$ cat config.mk
export PLATFORM = sky130hd
export DESIGN_NAME = alu_exec_unit
export DESIGN_NICKNAME = d
export VERILOG_FILES = /design/src/rtl/exu_pkg.sv /design/src/rtl/exu_decode.sv /design/src/rtl/exu_alu.sv /design/src/rtl/exu_regfile.sv /design/src/rtl/alu_exec_unit.sv
export SDC_FILE = /design/constraint.sdc
export NUM_CORES = 2
export LEC_CHECK = 0
export ABC_AREA = 0
export BUFFER_PORTS_ARGS = -buffer_cell sky130_fd_sc_hd__buf_4
export CORE_ASPECT_RATIO = 0.5
export CORE_MARGIN = 10
export CORE_UTILIZATION = 45
export DETAILED_ROUTE_END_ITERATION = 8
export GPL_TIMING_DRIVEN = 0
export SYNTH_ARGS = -nofsm -noshare
export SYNTH_HDL_FRONTEND = slang
export SYNTH_SLANG_ARGS = --single-unit
$ cat constraint.sdc
create_clock -name clk_i -period 10.18 [get_ports clk_i]
set_clock_uncertainty 0.05 [all_clocks]
set_input_delay 2.036 -clock clk_i [delete_from_list [all_inputs] [get_ports clk_i]]
set_output_delay 2.036 -clock clk_i [all_outputs]
set_load 0.02 [all_outputs]
$ cat src/rtl/exu_pkg.sv
package exu_pkg;
  localparam int INSTR_W = 32;
  localparam int FIELD_W = 6;
  localparam int IMM_W   = 16;

  typedef enum logic [3:0] {
    ALU_ADD, ALU_SUB, ALU_SLT, ALU_SLTU, ALU_AND, ALU_OR, ALU_XOR, ALU_NOR,
    ALU_SLL, ALU_SRL, ALU_SRA, ALU_LUI
  } alu_op_e;

  typedef enum logic [1:0] {B_REG, B_SEXT, B_ZEXT} b_sel_e;

  typedef struct packed {
    alu_op_e    op;
    b_sel_e     b_sel;
    logic       sh_var;
    logic [4:0] dst;
    logic       legal;
  } dec_t;

  localparam logic [5:0] OPC_REG  = 6'h00;
  localparam logic [5:0] OPC_ADDI = 6'h08;
  localparam logic [5:0] OPC_ADIU = 6'h09;
  localparam logic [5:0] OPC_SLTI = 6'h0A;
  localparam logic [5:0] OPC_SLIU = 6'h0B;
  localparam logic [5:0] OPC_ANDI = 6'h0C;
  localparam logic [5:0] OPC_ORI  = 6'h0D;
  localparam logic [5:0] OPC_XORI = 6'h0E;
  localparam logic [5:0] OPC_LUI  = 6'h0F;
endpackage

$ cat src/rtl/exu_decode.sv
module exu_decode
  import exu_pkg::*;
(
  input  logic [INSTR_W-1:0] instr_i,
  output dec_t               dec_o
);
  logic [5:0] opc, fn;
  assign opc = instr_i[31:26];
  assign fn  = instr_i[5:0];

  always_comb begin
    dec_o        = '0;
    dec_o.op     = ALU_ADD;
    dec_o.b_sel  = B_REG;
    dec_o.legal  = 1'b1;
    dec_o.dst    = instr_i[20:16];
    if (opc == OPC_REG) begin
      dec_o.dst = instr_i[15:11];
      unique case (fn)
        6'h20, 6'h21: dec_o.op = ALU_ADD;
        6'h22, 6'h23: dec_o.op = ALU_SUB;
        6'h2A:        dec_o.op = ALU_SLT;
        6'h2B:        dec_o.op = ALU_SLTU;
        6'h24:        dec_o.op = ALU_AND;
        6'h25:        dec_o.op = ALU_OR;
        6'h26:        dec_o.op = ALU_XOR;
        6'h27:        dec_o.op = ALU_NOR;
        6'h00:        dec_o.op = ALU_SLL;
        6'h02:        dec_o.op = ALU_SRL;
        6'h03:        dec_o.op = ALU_SRA;
        6'h04: begin  dec_o.op = ALU_SLL; dec_o.sh_var = 1'b1; end
        6'h06: begin  dec_o.op = ALU_SRL; dec_o.sh_var = 1'b1; end
        6'h07: begin  dec_o.op = ALU_SRA; dec_o.sh_var = 1'b1; end
        default:      dec_o.legal = 1'b0;
      endcase
    end else begin
      unique case (opc)
        OPC_ADDI, OPC_ADIU: begin dec_o.op = ALU_ADD;  dec_o.b_sel = B_SEXT; end
        OPC_SLTI:           begin dec_o.op = ALU_SLT;  dec_o.b_sel = B_SEXT; end
        OPC_SLIU:           begin dec_o.op = ALU_SLTU; dec_o.b_sel = B_SEXT; end
        OPC_ANDI:           begin dec_o.op = ALU_AND;  dec_o.b_sel = B_ZEXT; end
        OPC_ORI:            begin dec_o.op = ALU_OR;   dec_o.b_sel = B_ZEXT; end
        OPC_XORI:           begin dec_o.op = ALU_XOR;  dec_o.b_sel = B_ZEXT; end
        OPC_LUI:            begin dec_o.op = ALU_LUI;  dec_o.b_sel = B_ZEXT; end
        default:            dec_o.legal = 1'b0;
      endcase
    end
  end
endmodule

$ cat src/rtl/exu_alu.sv
module exu_alu
  import exu_pkg::*;
#(
  parameter int DATA_W = 32,
  localparam int SH_W  = $clog2(DATA_W)
) (
  input  alu_op_e           op_i,
  input  logic [DATA_W-1:0] a_i,
  input  logic [DATA_W-1:0] b_i,
  input  logic [SH_W-1:0]   sh_i,
  output logic [DATA_W-1:0] y_o
);
  localparam int HALF = DATA_W / 2;

  always_comb begin
    unique case (op_i)
      ALU_ADD:  y_o = a_i + b_i;
      ALU_SUB:  y_o = a_i - b_i;
      ALU_SLT:  y_o = DATA_W'($signed(a_i) < $signed(b_i));
      ALU_SLTU: y_o = DATA_W'(a_i < b_i);
      ALU_AND:  y_o = a_i & b_i;
      ALU_OR:   y_o = a_i | b_i;
      ALU_XOR:  y_o = a_i ^ b_i;
      ALU_NOR:  y_o = ~(a_i | b_i);
      ALU_SLL:  y_o = b_i << sh_i;
      ALU_SRL:  y_o = b_i >> sh_i;
      ALU_SRA:  y_o = DATA_W'($signed(b_i) >>> sh_i);
      ALU_LUI:  y_o = b_i << HALF;
      default:  y_o = '0;
    endcase
  end

  always_comb begin

    if (op_i == ALU_SRA) sra_sign_chk: assert (y_o[DATA_W-1] == b_i[DATA_W-1]);

    if (op_i inside {ALU_SLT, ALU_SLTU}) slt_bool_chk: assert (y_o[DATA_W-1:1] == '0);
  end
endmodule

$ cat src/rtl/exu_regfile.sv
module exu_regfile #(
  parameter int DATA_W = 32,
  parameter int REG_N  = 32,
  localparam int AW    = $clog2(REG_N)
) (
  input  logic              clk_i,
  input  logic              rst_ni,
  input  logic [AW-1:0]     ra_i,
  input  logic [AW-1:0]     rb_i,
  output logic [DATA_W-1:0] qa_o,
  output logic [DATA_W-1:0] qb_o,
  input  logic              we_i,
  input  logic [AW-1:0]     wa_i,
  input  logic [DATA_W-1:0] wd_i
);
  logic [DATA_W-1:0] regs [REG_N];

  for (genvar g = 0; g < REG_N; g++) begin : g_reg
    if (g == 0) begin : g_zero
      assign regs[g] = '0;
    end else begin : g_ff
      always_ff @(posedge clk_i or negedge rst_ni) begin
        if (!rst_ni)                          regs[g] <= '0;
        else if (we_i && wa_i == AW'(g))      regs[g] <= wd_i;
      end
    end
  end

  assign qa_o = regs[ra_i];
  assign qb_o = regs[rb_i];


  wr_rd_chk: assert property (@(posedge clk_i) disable iff (!rst_ni)
    we_i && wa_i != '0 |=> regs[$past(wa_i)] == $past(wd_i));

  zero_reg_chk: assert property (@(posedge clk_i) disable iff (!rst_ni)
    ra_i == '0 |-> qa_o == '0);
endmodule

$ cat src/rtl/alu_exec_unit.sv
module alu_exec_unit
  import exu_pkg::*;
#(
  parameter int DATA_W = 32,
  parameter int REG_N  = 32,
  localparam int AW    = $clog2(REG_N),
  localparam int SH_W  = $clog2(DATA_W)
) (
  input  logic              clk_i,
  input  logic              rst_ni,
  input  logic              valid_i,
  input  logic [31:0]       instr_i,
  output logic              wb_en_o,
  output logic [AW-1:0]     wb_addr_o,
  output logic [DATA_W-1:0] wb_data_o,
  output logic              illegal_o
);
  dec_t              dec;
  logic [DATA_W-1:0] rs_q, rt_q, b_op, res;
  logic [SH_W-1:0]   sh;
  logic [IMM_W-1:0]  imm;
  logic              we;

  assign imm = instr_i[15:0];

  exu_decode u_dec (.instr_i(instr_i), .dec_o(dec));

  exu_regfile #(.DATA_W(DATA_W), .REG_N(REG_N)) u_rf (
    .clk_i(clk_i), .rst_ni(rst_ni),
    .ra_i(AW'(instr_i[25:21])), .rb_i(AW'(instr_i[20:16])),
    .qa_o(rs_q), .qb_o(rt_q),
    .we_i(we), .wa_i(AW'(dec.dst)), .wd_i(res)
  );

  always_comb begin
    unique case (dec.b_sel)
      B_SEXT:  b_op = DATA_W'($signed(imm));
      B_ZEXT:  b_op = DATA_W'(imm);
      default: b_op = rt_q;
    endcase
  end

  assign sh = dec.sh_var ? rs_q[SH_W-1:0] : SH_W'(instr_i[10:6]);

  exu_alu #(.DATA_W(DATA_W)) u_alu (
    .op_i(dec.op), .a_i(rs_q), .b_i(b_op), .sh_i(sh), .y_o(res)
  );

  assign we = valid_i && dec.legal && dec.dst != '0;

  always_ff @(posedge clk_i or negedge rst_ni) begin
    if (!rst_ni) begin
      wb_en_o   <= 1'b0;
      wb_addr_o <= '0;
      wb_data_o <= '0;
      illegal_o <= 1'b0;
    end else begin
      wb_en_o   <= we;
      illegal_o <= valid_i && !dec.legal;
      if (valid_i) begin
        wb_addr_o <= AW'(dec.dst);
        wb_data_o <= res;
      end
    end
  end


  illegal_nowr_chk: assert property (@(posedge clk_i) disable iff (!rst_ni)
    illegal_o |-> !wb_en_o);

  illegal_pulse_chk: assert property (@(posedge clk_i) disable iff (!rst_ni)
    illegal_o && !valid_i |=> !illegal_o);

  wb_nonzero_chk: assert property (@(posedge clk_i) disable iff (!rst_ni)
    wb_en_o |-> wb_addr_o != '0);

  idle_quiet_chk: assert property (@(posedge clk_i) disable iff (!rst_ni)
    !valid_i |=> !wb_en_o && !illegal_o);
endmodule

## After elaboration in Yosys (flattened, before gate mapping)

Cells that the tools add are included.

- Shift-type cells: 3
- Multiplexer cells: 18
- Bitwise operators: 6
- Eq/ne operators: 67
- Reduce and logical (&&, ||, !) cells: 47
- Add/subtract/negate cells: 2
- Order comparisons: 4

Operator list:

| operator | number |
|---|---|
| $pmux 32 s12 | 1 |
| $bmux 32 s5 | 2 |
| $mux 32 | 4 |
| $eq 5x5->1 const B | 16 |
| $lt 32x32->1 | 2 |
| $pmux 32 s2 | 1 |
| $eq 6x6->1 const B | 10 |
| $eq 6x4->1 const B | 8 |
| $pmux 6 s7 | 1 |
| $eq 5x4->1 const B | 8 |
| $pmux 4 s10 | 1 |
| $logic_and 1x1->1 | 34 |
| $add 32x32->32 | 1 |
| $and 32x32->32 | 1 |
| $not 32->32 | 1 |
| $or 32x32->32 | 1 |
| $shl 32x5->32 | 1 |
| $shr 32x5->32 | 1 |
| $sshr 32x5->32 | 1 |
| $sub 32x32->32 | 1 |
| $xor 32x32->32 | 1 |
| $eq 5x3->1 const B | 4 |
| $eq 6x3->1 const B | 3 |
| $eq 4x3->1 const B | 4 |
| 23 further kinds | 39 |

- Input bits: 35
- Word-level logic and storage cells: 182
- Bits in registers: 1031
- Output and inout bits: 39

## Depth between registers and ports, before layout

- Word-level depth: 9
- Gate-level depth with buffers: 27
- Depth with buffers taken out: 24

## Hierarchy

From an unflattened synthesis, not the netlist that was laid out.

- Cell total of the unflattened synthesis: 5253
- Area total of the unflattened synthesis: 64744.6 um^2

Modules (own cells, without submodules):

| module | times used | sequential area each (um^2) | area each (um^2) | cells each |
|---|---|---|---|---|
| exu_regfile | 1 | 24823.8 | 53226.0 | 3639 |
| exu_alu | 1 | 0.0 | 9318.9 | 1426 |
| alu_exec_unit | 1 | 975.9 | 1919.3 | 150 |
| exu_decode | 1 | 0.0 | 280.3 | 38 |

## Worst setup path before layout

OpenSTA, ideal clock, no wires.

- Path kind: input -> register
- From: in instr_i[21]
- To: reg u_rf.regs[126] in the netlist's numbering
- Library setup time: 0.150 ns
- Buffers on the path: 7
- Data required time: 9.980 ns
- Cell stages on the path: 22
- Setup slack: 1.738 ns
- Arrival time: 8.242 ns
- Cells stage by stage: buf_2 -> buf_2 -> clkbuf_1 -> clkbuf_1 -> buf_1 -> mux4_2 -> mux4_2 -> mux2_2 -> ha_1 -> clkbuf_1 -> or4_1 -> nor3b_1 -> a211o_1 -> o211ai_1 -> or3_1 -> a311o_1 -> a31oi_1 -> mux2i_1 -> o311ai_0 -> a21oi_1 -> clkbuf_1 -> a41oi_1

- Longest elaborated chain between the ends: 7
- Elaborated cells on any way between the ends: 15
- Classes of those cells: add/sub: 2; shift: 3; mux: 5; bitwise: 5

RTL lines:

| item | line | source |
|---|---|---|
| start, declared | alu_exec_unit.sv:12 | `input logic [31:0] instr_i,` |
| $not 5->6 (implied by the code) * | exu_regfile.sv:29 | `assign qa_o = regs[ra_i];` |
| $bmux 32 s5 * | exu_regfile.sv:29 |  |
| $mux 32 (implied by the code) * (2 in series) | exu_regfile.sv:29 |  |
| parallel branches: the longest is 2 deep, another holds $sub 32x32->32 | n/a |  |
| $pmux 32 s12 * | exu_alu.sv:16 | `unique case (op_i)` |
| end signal, assigned by index | exu_regfile.sv:24 | `else if (we_i && wa_i == AW'(g)) regs[g] <= wd_i;` |
| end, declared | exu_regfile.sv:16 | `logic [DATA_W-1:0] regs [REG_N];` |

Mark *: on every way between the ends. The select of a mux whose other input is x is not followed.
A chain may end at the register's enable or synchronous reset.

## Worst setup path in the final report

- From: in instr_i[18]
- To: reg u_rf.regs[183] in the netlist's numbering

- Longest elaborated chain between the ends: 8
- Elaborated cells on any way between the ends: 20
- Classes of those cells: add/sub: 2; eq/ne: 1; shift: 3; mux: 6; bitwise: 5; reduce/logical: 3

RTL lines:

| item |
|---|
| parallel branches: the longest is 8 deep, another holds $sub 32x32->32 |

Several ways; the timed one is not identified. The select of a mux whose other input is x is not followed.

==> results.txt <==
* Number of distinct standard cells referenced by the synthesized netlist: 118
- Total CTS buffers: 105
* Worst hold path type: reg -> reg
* WS Path Type: in -> reg
- Violations in the final reports: DRC, capacitance limit, slew limit, setup timing
- Final Hold Fails: 0
- ANT nets after route: 0
- For the worst setup path, the data required time is 10790 ps.
- Number of H-tree levels: 3
* Worst path cell trace: buf_2 > clkbuf_1 > nor2b_1 > clkbuf_1 > a22o_1 > o21ai_0 > a41oi_1 > ha_1 > nor3_1 > o2111a_1 > o21ai_0 > a31oi_1 > a211oi_1 > xnor2_1 > nor2_1 > a211oi_1 > o211ai_2 > clkbuf_1 > mux2_2
- Critical path startpoint category: input port
* Top cells by instance count after synthesis: sky130_fd_sc_hd__dfrtp_1, sky130_fd_sc_hd__nor2_1, sky130_fd_sc_hd__a21oi_1
- Max-slew headroom at the worst pin: -0.152
- The die covers 161000 µm².
* Layout Area Growth over Synthesis: 11.7%
- Detailed-route vias per instance: 7.51
* Routed vias: 63846
* Setup violations, final: 215
- Buffer levels on the longest clock path: 3
- Floorplan Core Area: 143000 µm²
- Once detailed placement completed, the half-perimeter wirelength came to 295000 µm.
- End of the worst hold path: u_rf.regs[460]$_DFFE_PN0P_
* Drt wl/cell: 45.6 µm
- Top fanout value on the critical path: 10
- Across the VDD grid, the largest voltage drop is 0.000156 V.
- RR Endpoint: u_rf.regs[287]$_DFFE_PN0P_
- Final Critical Period: 10740 ps
* Final Max Slew Viols: 65
- Actual slew at the worst max-slew pin: 1710 ps
- The number of antenna violations at the first check in global routing came to 32.
* Share of Yosys cell area claimed by the top area cell type: 0.398
- In the synthesized netlist, the number of instances is 6271.
- Of the cells placed in the final design, the portion with a size suffix greater than 1 is 0.232.
- Number of synthesized flops with an enable pin: 0
- Worst hold path cell count: 2
- Launch point of the worst hold path: u_rf.regs[460]$_DFFE_PN0P_
* Largest delay share family, worst path: compound AO/OA/AOI/OAI gates
* Part of the cycle the worst path needs: 1.05
- For this configuration, the core starts out at a cell density of 0.453.
- DIE WIDTH: 557 µm
- At the end of routability-driven placement, the weighted congestion stood at 1.10.
- Dividing total power by cell area gives a power density of 165 nW/µm².
- Worst r2r path cells: 17
* Crit path max-delay cell type: sky130_fd_sc_hd__o21ai_0
* Synthesized flop and latch total: 1031
- Critical path endpoint category: flop
* Number of nets in the finished design: 6622
- Counting every net in the synthesized netlist gives 6410.
* Worst stage delay on the critical path: 1300 ps
* Final routed DRC violation total: 26
- Part of the Yosys area used for sequential elements: 0.398
- Wire length of the first global-routing pass: 512000 µm
* Highest attainable clock frequency: 93.1 MHz
- Summing every instance area after synthesis gives 64900 µm².
- The number of hold buffers added after CTS was 0.
- The startpoint identified for the worst register-to-register timing path is u_rf.regs[22]$_DFFE_PN0P_.
- Residual overflow from global routing: 0
- At the worst endpoint, the arrival time is 11350 ps.
* Cell with the most instances after synthesis: sky130_fd_sc_hd__dfrtp_1
- Yosys printed 0 warnings.
- R2R Setup Slk: 1710 ps
- A synthesized cell averages 10.3 µm².
- Clock-pin slew was measured on the worst setup and hold paths at 70 ps.
* Count of port buffers added during placement: 64
- Wires add up to 388000 µm.
- Post-route worst hold slack: 455 ps
* Cell row count: 98
- IO Count: 74
* Chip height: 289 µm
- TritonCTS clock tree: built
- Number of design-rule violations left by the first detailed-router iteration: 12219
- The most critical setup path has its startpoint at instr_i[18].
- Final setup margin: -558 ps
* Worst path bufs/invs: 4
- The cell sitting at the root of the clock tree is a sky130_fd_sc_hd__clkbuf_16.
* Number of global-route vias before repair: 58419
* Fraction of registers with async set or reset after synthesis: 1.00
* Gr usage total: 0.465
* Post-placement setup slack: -2550 ps
* Most used flip-flop cell after synthesis: sky130_fd_sc_hd__dfrtp_1
- Pin count of the biggest net entering global routing: 177
- The biggest area contributor in the post-synthesis netlist is sky130_fd_sc_hd__dfrtp_1.
- Ranked by total cell area, the synthesized netlist is headed by sky130_fd_sc_hd__dfrtp_1, sky130_fd_sc_hd__mux4_2, sky130_fd_sc_hd__mux2_2, sky130_fd_sc_hd__a21oi_1, sky130_fd_sc_hd__nor2_1.
* Insertion delay of the later-clocked pin in the worst-skew pair: 780 ps
- Counting stages on the worst path, the most repeated cell is sky130_fd_sc_hd__clkbuf_1.
* Unrepaired setup endpoints after global routing: false
- Count of maximum capacitance violations: 11
* Drt pass-1 iters: 9
* Run status: finished, violations left
- Leakage component of the power: 0.0309 µW
- Clock tree synthesis found a total of 1031 sinks.
-- area by class of cell --
| class | count | area (µm²) |
|---|---|---|
| Antenna cell | 30 | 75.1 |
| Clock inverter | 45 | 604 |
| Multi-Input combinational cell | 4536 | 36100 |
| Fill cell | 12917 | 70600 |
| Inverter | 113 | 424 |
| Clock buffer | 150 | 3100 |
| Tap cell | 1900 | 2380 |
| Buffer | 587 | 2880 |
| Timing Repair Buffer | 109 | 1170 |
| Sequential cell | 1031 | 25800 |
-- worst max-delay path by stage --
stage,end,cells past startpoint
6_report,u_rf.regs[183]$_DFFE_PN0P_,19
2_1_floorplan,u_rf.regs[126]$_DFFE_PN0P_,22
4_1_cts,u_rf.regs[284]$_DFFE_PN0P_,25
3_3_place_gp,wb_data_o[18]$_DFFE_PN0P_,1
3_5_place_dp,u_rf.regs[862]$_DFFE_PN0P_,22
5_1_grt,u_rf.regs[188]$_DFFE_PN0P_,25
-- worst reg2reg max path: stages (launching register included) --
cell	delay, ps
sky130_fd_sc_hd__dfrtp_1	440
sky130_fd_sc_hd__mux4_2	530
sky130_fd_sc_hd__a22o_1	250
sky130_fd_sc_hd__o21ai_0	1170
sky130_fd_sc_hd__a41oi_1	950
sky130_fd_sc_hd__ha_1	660
sky130_fd_sc_hd__clkbuf_1	370
sky130_fd_sc_hd__and3_1	290
sky130_fd_sc_hd__nand4_1	200
sky130_fd_sc_hd__nor4_1	540
sky130_fd_sc_hd__nor3_1	210
sky130_fd_sc_hd__o31ai_1	700
sky130_fd_sc_hd__nand3_1	150
sky130_fd_sc_hd__a21oi_1	180
sky130_fd_sc_hd__nor2_1	100
sky130_fd_sc_hd__a2111oi_4	790
sky130_fd_sc_hd__buf_2	560
sky130_fd_sc_hd__a21oi_1	170
-- layer usage --
layer / GRT usage / up-vias / wire length, µm
met1: 0.575 / 32370 / 140000
li1: - / 23786 / -
met2: 0.601 / 6305 / 144000
met5: 0.0883 / - / 2400
met3: 0.310 / 1332 / 74300
met4: 0.241 / 53 / 26400
-- cells by family after synthesis --
logic type / Yosys count / synth area share
compound gates: 1677 / 0.169
simple gates: 1776 / 0.118
xor+xnor: 48 / 0.00648
buf+inv: 704 / 0.0495
fa+ha+maj: 104 / 0.0203
flops: 1031 / 0.398
mux: 931 / 0.239
-- registers in the layout (all words and copies together), names as in the netlist --
register / count
wb_en_o: 1
u_rf.regs: 992
wb_data_o: 32
illegal_o: 1
wb_addr_o: 5
-- power by group --
| part | internal [µW] | switching, µW | leakage (µW) |
|---|---|---|---|
| clock network | 2400 | 1880 | 0.00183 |
| logic | 875 | 2190 | 0.0149 |
| registers | 4350 | 227 | 0.0141 |
-- stage by stage --
step           instances  utilization  total power (µW)  area, µm²  setup TNS (ps)
6_report            8501        0.507             11900      72500          -46430
5_1_grt             8482        0.506             12000      72400               0
4_1_cts             8464        0.505             11600      72300               0
3_5_place_dp        8255        0.477              7390      68200        -1335820
3_3_place_gp        8235        0.473              7330      67700        -6752350
2_1_floorplan       6271            -              6020      64900               0
-- timing repair --
item,4_1_cts,5_1_grt
pin swaps,7,2
setup endpoints to repair,892,498
setup buffers,16,3
resized for setup,40,34
hold endpoints to repair,0,0
-- placed cells by master, fill, tap and decap left out, types with 23 or more instances in the layout --
cell type	Yosys	layout
sky130_fd_sc_hd__ha_1	102	101
sky130_fd_sc_hd__nor2b_1	29	28
sky130_fd_sc_hd__buf_4	36	115
sky130_fd_sc_hd__buf_6	25	34
sky130_fd_sc_hd__o211ai_1	50	50
sky130_fd_sc_hd__o21ai_1	106	106
sky130_fd_sc_hd__clkbuf_2	1	27
sky130_fd_sc_hd__buf_2	172	171
sky130_fd_sc_hd__mux4_2	457	457
sky130_fd_sc_hd__dfrtp_1	1031	1031
sky130_fd_sc_hd__o22ai_1	59	59
sky130_fd_sc_hd__nor2_1	835	832
sky130_fd_sc_hd__clkbuf_8	0	31
sky130_fd_sc_hd__a41oi_1	36	36
sky130_fd_sc_hd__o21ai_0	241	240
sky130_fd_sc_hd__a21oi_1	634	628
sky130_fd_sc_hd__clkinv_2	0	23
sky130_fd_sc_hd__nor3_1	144	144
sky130_fd_sc_hd__clkbuf_16	0	105
sky130_fd_sc_hd__inv_1	106	106
sky130_fd_sc_hd__a22oi_1	86	86
sky130_fd_sc_hd__clkbuf_1	329	310
sky130_fd_sc_hd__a221oi_1	41	40
sky130_fd_sc_hd__a22o_1	53	53
sky130_fd_sc_hd__a21oi_2	29	35
sky130_fd_sc_hd__xnor2_1	44	44
sky130_fd_sc_hd__nand2_1	444	443
sky130_fd_sc_hd__a31oi_1	32	31
sky130_fd_sc_hd__nand3_1	177	177
sky130_fd_sc_hd__diode_2	0	30
sky130_fd_sc_hd__a211oi_1	46	45
sky130_fd_sc_hd__a2111oi_4	16	23
sky130_fd_sc_hd__mux2_2	365	365
sky130_fd_sc_hd__mux2i_1	106	105
No activity file was read; power rests on OpenSTA's default activity.
